===== src/rtl/qdr_pkg.sv =====
package qdr_pkg;
  typedef enum logic {
    PH_MAIN = 1'b0,
    PH_COMP = 1'b1
  } qdr_phase_e;
endpackage


===== src/rtl/qdr_wr_port.sv =====
module qdr_wr_port #(
  parameter int ADDR_W = 6,
  parameter int DATA_W = 16
) (
  input  logic              clk_i,
  input  logic              rst_ni,
  input  qdr_pkg::qdr_phase_e ph_i,
  input  logic              wr_n_i,
  input  logic [ADDR_W-1:0] wr_addr_i,
  input  logic [DATA_W-1:0] wdata_i,
  output logic              we_o,
  output logic [ADDR_W-1:0] waddr_o,
  output logic [DATA_W-1:0] wd0_o,
  output logic [DATA_W-1:0] wd1_o
);
  logic pend_q;

  always_ff @(posedge clk_i or negedge rst_ni) begin
    if (!rst_ni) begin
      pend_q  <= 1'b0;
      waddr_o <= '0;
      wd0_o   <= '0;
    end else if (ph_i == qdr_pkg::PH_MAIN) begin
      pend_q <= ~wr_n_i;
      if (!wr_n_i) begin
        waddr_o <= wr_addr_i;
        wd0_o   <= wdata_i;
      end
    end
  end

  // commit on the complement edge, second word taken straight from the pins
  assign we_o  = pend_q && (ph_i == qdr_pkg::PH_COMP);
  assign wd1_o = wdata_i;
endmodule


===== src/rtl/qdr_array.sv =====
module qdr_array #(
  parameter int ADDR_W = 6,
  parameter int DATA_W = 16
) (
  input  logic              clk_i,
  input  logic              we_i,
  input  logic [ADDR_W-1:0] waddr_i,
  input  logic [DATA_W-1:0] wd0_i,
  input  logic [DATA_W-1:0] wd1_i,
  input  logic [ADDR_W-1:0] raddr_i,
  output logic [DATA_W-1:0] rd0_o,
  output logic [DATA_W-1:0] rd1_o
);
  localparam int DEPTH = 1 << ADDR_W;

  logic [DATA_W-1:0] mem_q [DEPTH];
  logic [ADDR_W-1:0] wmate, rmate;

  assign wmate = {waddr_i[ADDR_W-1:1], ~waddr_i[0]};
  assign rmate = {raddr_i[ADDR_W-1:1], ~raddr_i[0]};

  always_ff @(posedge clk_i) begin
    if (we_i) begin
      mem_q[waddr_i] <= wd0_i;
      mem_q[wmate]   <= wd1_i;
    end
  end

  assign rd0_o = mem_q[raddr_i];
  assign rd1_o = mem_q[rmate];
endmodule


===== src/rtl/qdr_rd_port.sv =====
module qdr_rd_port #(
  parameter int ADDR_W = 6,
  parameter int DATA_W = 16
) (
  input  logic              clk_i,
  input  logic              rst_ni,
  input  qdr_pkg::qdr_phase_e ph_i,
  input  logic              rd_n_i,
  input  logic [ADDR_W-1:0] rd_addr_i,
  output logic [ADDR_W-1:0] raddr_o,
  input  logic [DATA_W-1:0] rd0_i,
  input  logic [DATA_W-1:0] rd1_i,
  output logic [DATA_W-1:0] rdata_o,
  output logic              oe_o
);
  logic              pend_q, buf_v_q;
  logic [DATA_W-1:0] buf0_q, buf1_q;

  // array is read one main cycle after accept, after the same-cycle write committed
  always_ff @(posedge clk_i or negedge rst_ni) begin
    if (!rst_ni) begin
      pend_q  <= 1'b0;
      raddr_o <= '0;
      buf_v_q <= 1'b0;
      buf0_q  <= '0;
      buf1_q  <= '0;
    end else if (ph_i == qdr_pkg::PH_MAIN) begin
      pend_q  <= ~rd_n_i;
      raddr_o <= rd_addr_i;
      buf_v_q <= pend_q;
      buf0_q  <= rd0_i;
      buf1_q  <= rd1_i;
    end
  end

  always_ff @(posedge clk_i or negedge rst_ni) begin
    if (!rst_ni) begin
      oe_o    <= 1'b0;
      rdata_o <= '0;
    end else begin
      oe_o <= buf_v_q;
      if (!buf_v_q)                       rdata_o <= '0;
      else if (ph_i == qdr_pkg::PH_COMP)  rdata_o <= buf0_q;
      else                                rdata_o <= buf1_q;
    end
  end
endmodule


===== src/rtl/qdr_burst2_sram.sv =====
module qdr_burst2_sram #(
  parameter int ADDR_W = 6,
  parameter int DATA_W = 16
) (
  input  logic              clk_i,
  input  logic              rst_ni,
  input  logic              rd_n_i,
  input  logic [ADDR_W-1:0] rd_addr_i,
  input  logic              wr_n_i,
  input  logic [ADDR_W-1:0] wr_addr_i,
  input  logic [DATA_W-1:0] wdata_i,
  output logic [DATA_W-1:0] rdata_o,
  output logic              oe_o,
  output logic              phase_o
);
  qdr_pkg::qdr_phase_e ph_q;

  logic              we;
  logic [ADDR_W-1:0] waddr, raddr;
  logic [DATA_W-1:0] wd0, wd1, rd0, rd1;

  always_ff @(posedge clk_i or negedge rst_ni) begin
    if (!rst_ni) ph_q <= qdr_pkg::PH_MAIN;
    else         ph_q <= (ph_q == qdr_pkg::PH_MAIN) ? qdr_pkg::PH_COMP : qdr_pkg::PH_MAIN;
  end

  assign phase_o = ph_q;

  qdr_wr_port #(.ADDR_W(ADDR_W), .DATA_W(DATA_W)) u_wr (
    .clk_i, .rst_ni, .ph_i(ph_q), .wr_n_i, .wr_addr_i, .wdata_i,
    .we_o(we), .waddr_o(waddr), .wd0_o(wd0), .wd1_o(wd1)
  );

  qdr_array #(.ADDR_W(ADDR_W), .DATA_W(DATA_W)) u_array (
    .clk_i, .we_i(we), .waddr_i(waddr), .wd0_i(wd0), .wd1_i(wd1),
    .raddr_i(raddr), .rd0_o(rd0), .rd1_o(rd1)
  );

  qdr_rd_port #(.ADDR_W(ADDR_W), .DATA_W(DATA_W)) u_rd (
    .clk_i, .rst_ni, .ph_i(ph_q), .rd_n_i, .rd_addr_i,
    .raddr_o(raddr), .rd0_i(rd0), .rd1_i(rd1), .rdata_o, .oe_o
  );
endmodule


===== config.mk =====
export PLATFORM = sky130hd
export DESIGN_NAME = qdr_burst2_sram
export DESIGN_NICKNAME = d
export VERILOG_FILES = /design/src/rtl/qdr_pkg.sv /design/src/rtl/qdr_wr_port.sv /design/src/rtl/qdr_array.sv /design/src/rtl/qdr_rd_port.sv /design/src/rtl/qdr_burst2_sram.sv
export SDC_FILE = /design/constraint.sdc
export NUM_CORES = 2
export LEC_CHECK = 0
export ABC_AREA = 1
export BUFFER_PORTS_ARGS = -buffer_cell sky130_fd_sc_hd__buf_2
export CORE_ASPECT_RATIO = 0.5
export CORE_MARGIN = 4
export CORE_UTILIZATION = 50
export DETAILED_ROUTE_END_ITERATION = 6
export PLACE_DENSITY = 0.65
export SETUP_SLACK_MARGIN = 0.4
export SLEW_MARGIN = 20
export SYNTH_ARGS = -nofsm -noshare
export SYNTH_HDL_FRONTEND = slang
export SYNTH_SLANG_ARGS = --single-unit

===== constraint.sdc =====
create_clock -name clk_i -period 13.2 [get_ports clk_i]
set_input_delay 0 -clock clk_i [delete_from_list [all_inputs] [get_ports clk_i]]
set_output_delay 0 -clock clk_i [all_outputs]
set_load 0.1 [all_outputs]

==> impl_metrics.env <==
export IMPL_worstSetupStartpointType="flop"
export IMPL_critPathMostFrequentCell="nand3_1"
export IMPL_cts_hold_buf=31
export IMPL_fin_util_pct=53.5
export IMPL_slowest_delay_ns=1.10
export IMPL_slowest_stage="dfrtp_4"
export IMPL_chipHeight_um=262
export IMPL_cts_sinks=1105
export IMPL_cp_end_kind="flop"
export IMPL_fin_crit_ns=5.54
export IMPL_grt_max_degree=225
export IMPL_syn_num_nets=8490
export IMPL_cp_num_buf_inv=3
export IMPL_fmax_ghz=0.181
export IMPL_clk_path_buf_depth=3
export IMPL_antenna_cells=0
export IMPL_cp_max_fo=206
export IMPL_ant_nets=0
export IMPL_ys_async_sr_fraction_pct=7.33
export IMPL_regArea_um2=32800
export IMPL_required_ns=13.87
export IMPL_power_net_switching_w=0.00234
export IMPL_num_vias=60042
export IMPL_p_leak_nw=27.4
export IMPL_post_route_drc_count=0
export IMPL_yosys_area_top_type="edfxtp_1"
export IMPL_coreArea_um2=129000
export IMPL_max_slew_margin_pct=21.6
export IMPL_cts_htree_levels=3
export IMPL_critical_path_class="flop to flop"
export IMPL_grtUsageTotal_pct=32.8
export IMPL_power_total_w=0.00831
export IMPL_p_sw_share_pct=28.1
export IMPL_ys_seq_elements=1105
export IMPL_clock_skew_ns=0.0225
export IMPL_viasPerCell=6.17
export IMPL_grt_overflow_total=0
export IMPL_outcome="finished, final reports clean"
export IMPL_ir_worst_vdd_mv=0.116
export IMPL_antenna_found_initial=4
export IMPL_fp_row_count=93
export IMPL_path_cells="buf_12, buf_4, buf_4, nand2_1, nand3_1, nand3_1, nand3_1, nand3_1, nand3_1, nand3_1, nand2_1"
export IMPL_sequentialPowerShare_pct=47.8
export IMPL_numPortBuffers=49
export IMPL_dieArea_um2=136000
export IMPL_dp_final_hpwl_mm=126
export IMPL_p_comb_share_pct=14.1
export IMPL_finalCritPeriodShare_pct=42.0
export IMPL_firstDrtPassIters=7
export IMPL_clk_latency_ns=0.74
export IMPL_power_density_nw_per_um2=121
export IMPL_synth_area_um2=64700
export IMPL_hold_class="input port to flop"
export IMPL_layout_common_cells="3365 x nand2_1, 1965 x nand3_1, 1024 x edfxtp_1, 989 x o21ai_0, 150 x buf_4"
export IMPL_drv_slew=0
export IMPL_synth_main_ff_cell="edfxtp_1"
export IMPL_area_growth_pct=6.29
export IMPL_drt_iter0_markers=10265
export IMPL_cts_buffers=107
export IMPL_setup_viol=0
export IMPL_synth_area_leaders="edfxtp_1 47%, nand2_1 20%, nand3_1 15%"
export IMPL_grt_pass1_vias=52185
export IMPL_grt_pass1_wl_mm=336
export IMPL_multi_input_area_um2=28300
export IMPL_nFillCells=11728
export IMPL_synthCells=8458
export IMPL_hold_viol=0
export IMPL_syn_area_per_cell_um2=7.65
export IMPL_seq_area_frac_synth_pct=50.6
export IMPL_crit_family="buffers and inverters"
export IMPL_nets=7957
export IMPL_boundaryPins=50
export IMPL_routedWlPerCell_um=23.6
export IMPL_postCtsResizedCells=0
export IMPL_yosysWarnings=0
export IMPL_final_common_cell="nand2_1"
export IMPL_synth_top_area_share_pct=47.5
export IMPL_cts_setup_buffers=0
export IMPL_die_x_um=517
export IMPL_cts_reportedPaths_clkPinSlew_ns=0.07
export IMPL_rsz0062_at_grt="no"
export IMPL_cts_tree="built"
export IMPL_synth_edf_count=1024
export IMPL_yosysUniqueCellTypes=27
export IMPL_start_util_pct=50.3
export IMPL_drv_cap=0
export IMPL_place_congestion=0.890
export IMPL_clkPwrFrac_pct=38.1
export IMPL_drive_gt1_share_pct=5.79
export IMPL_worst_slew_pin_slew_ns=1.18
export IMPL_fin_tns_setup_ns=0
export IMPL_root_buffer="clkbuf_16"
export IMPL_internal_power_w=0.00597
export IMPL_wirelength_mm=229
export IMPL_critPathArrivalTime_ns=6.21
cells in the mapped netlist, types with 5 or more instances:
cell and count:
nor4_4 7, buf_6 6, inv_2 7, nand2_1 3369
nor2_1 5, edfxtp_1 1024, a21oi_1 16, buf_2 152
o21ai_2 18, o21ai_1 47, nor3_2 8, clkbuf_1 638
nand3_1 1965, inv_1 24, o21ai_0 989, dfrtp_1 81
buf_1 81
sequential cells by signal, indices dropped and copies added, names as in the netlist:
register and flops:
phase_o 1, u_array.mem_q 1024, u_rd.buf0_q 16, u_rd.buf1_q 16
u_rd.buf_v_q 1, u_rd.oe_o 1, u_rd.pend_q 1, u_rd.raddr_o 6
u_rd.rdata_o 16, u_wr.pend_q 1, u_wr.waddr_o 6, u_wr.wd0_o 16
final cells by class:
class                      instances  area share, %
clock buffer                     154           4.52
inverter                          34          0.231
tap                             1710           3.11
sequential                      1105           47.7
clock inverter                    47          0.547
timing repair buffer             239           2.75
multi-input combinational       6438           41.1
metrics by stage:
stage | std cells | cell area (um^2) | setup WS [ns] | hold WS [ns]
floorplan | 8458 | 64700 | 7.95 | -0.296
global placement | 9495 | 65000 | 8.20 | 0.0437
detailed placement | 9495 | 65000 | 8.17 | 0.0505
CTS | 9727 | 68800 | 8.14 | 0.00670
global route | 9727 | 68800 | 7.64 | 0.0494
finish | 9727 | 68800 | 7.66 | 0.0472
power groups by stage:
| stage | clock network, W | logic, W | registers [W] |
|---|---|---|---|
| floorplan | 0 | 0.000766 | 0.00403 |
| global placement | 0 | 0.00110 | 0.00404 |
| detailed placement | 0 | 0.00112 | 0.00404 |
| CTS | 0.00318 | 0.00113 | 0.00397 |
| global route | 0.00332 | 0.00128 | 0.00397 |
| finish | 0.00317 | 0.00117 | 0.00397 |
routing by layer:
layer / vias up / track usage, % / wire (um)
li1: 27669 / - / -
met1: 27934 / 48.6 / 91800
met2: 3975 / 45.9 / 93400
met3: 462 / 9.24 / 35600
met4: 2 / 11.4 / 8580
met5: - / 0 / 14
tightest hold or removal path, stage by stage:
cell and delay (ns):
dlygate4sd3_1 0.52, buf_2 0.11, nand2_1 0.05, o21ai_0 0.06
logic make-up after synthesis:
group                  count (synthesis)  share of synthesized area, %
AOI/OAI and AO/OA                   1070                          8.38
and+or+nand+nor                     5368                          35.3
DFF                                 1105                          50.6
buffers and inverters                915                          5.70
worst paths after layout:
kind / startpoint / endpoint / slack, ns / depth (start not counted)
max reg2reg: u_rd.raddr_o[0] / u_rd.buf0_q[0] / 7.66 / 11
min: rd_addr_i[3] / u_rd.raddr_o[3] / 0.05 / 4
min in group asynchronous: rst_ni / u_rd.rdata_o[9] / 0.33 / 4
max in group asynchronous: rst_ni / u_rd.raddr_o[1] / 12.08 / 4
max: u_rd.raddr_o[0] / u_rd.buf0_q[0] / 7.66 / 11
min reg2reg: u_rd.buf_v_q / u_rd.oe_o / 0.38 / 0
(Power assumes the default switching activity.)
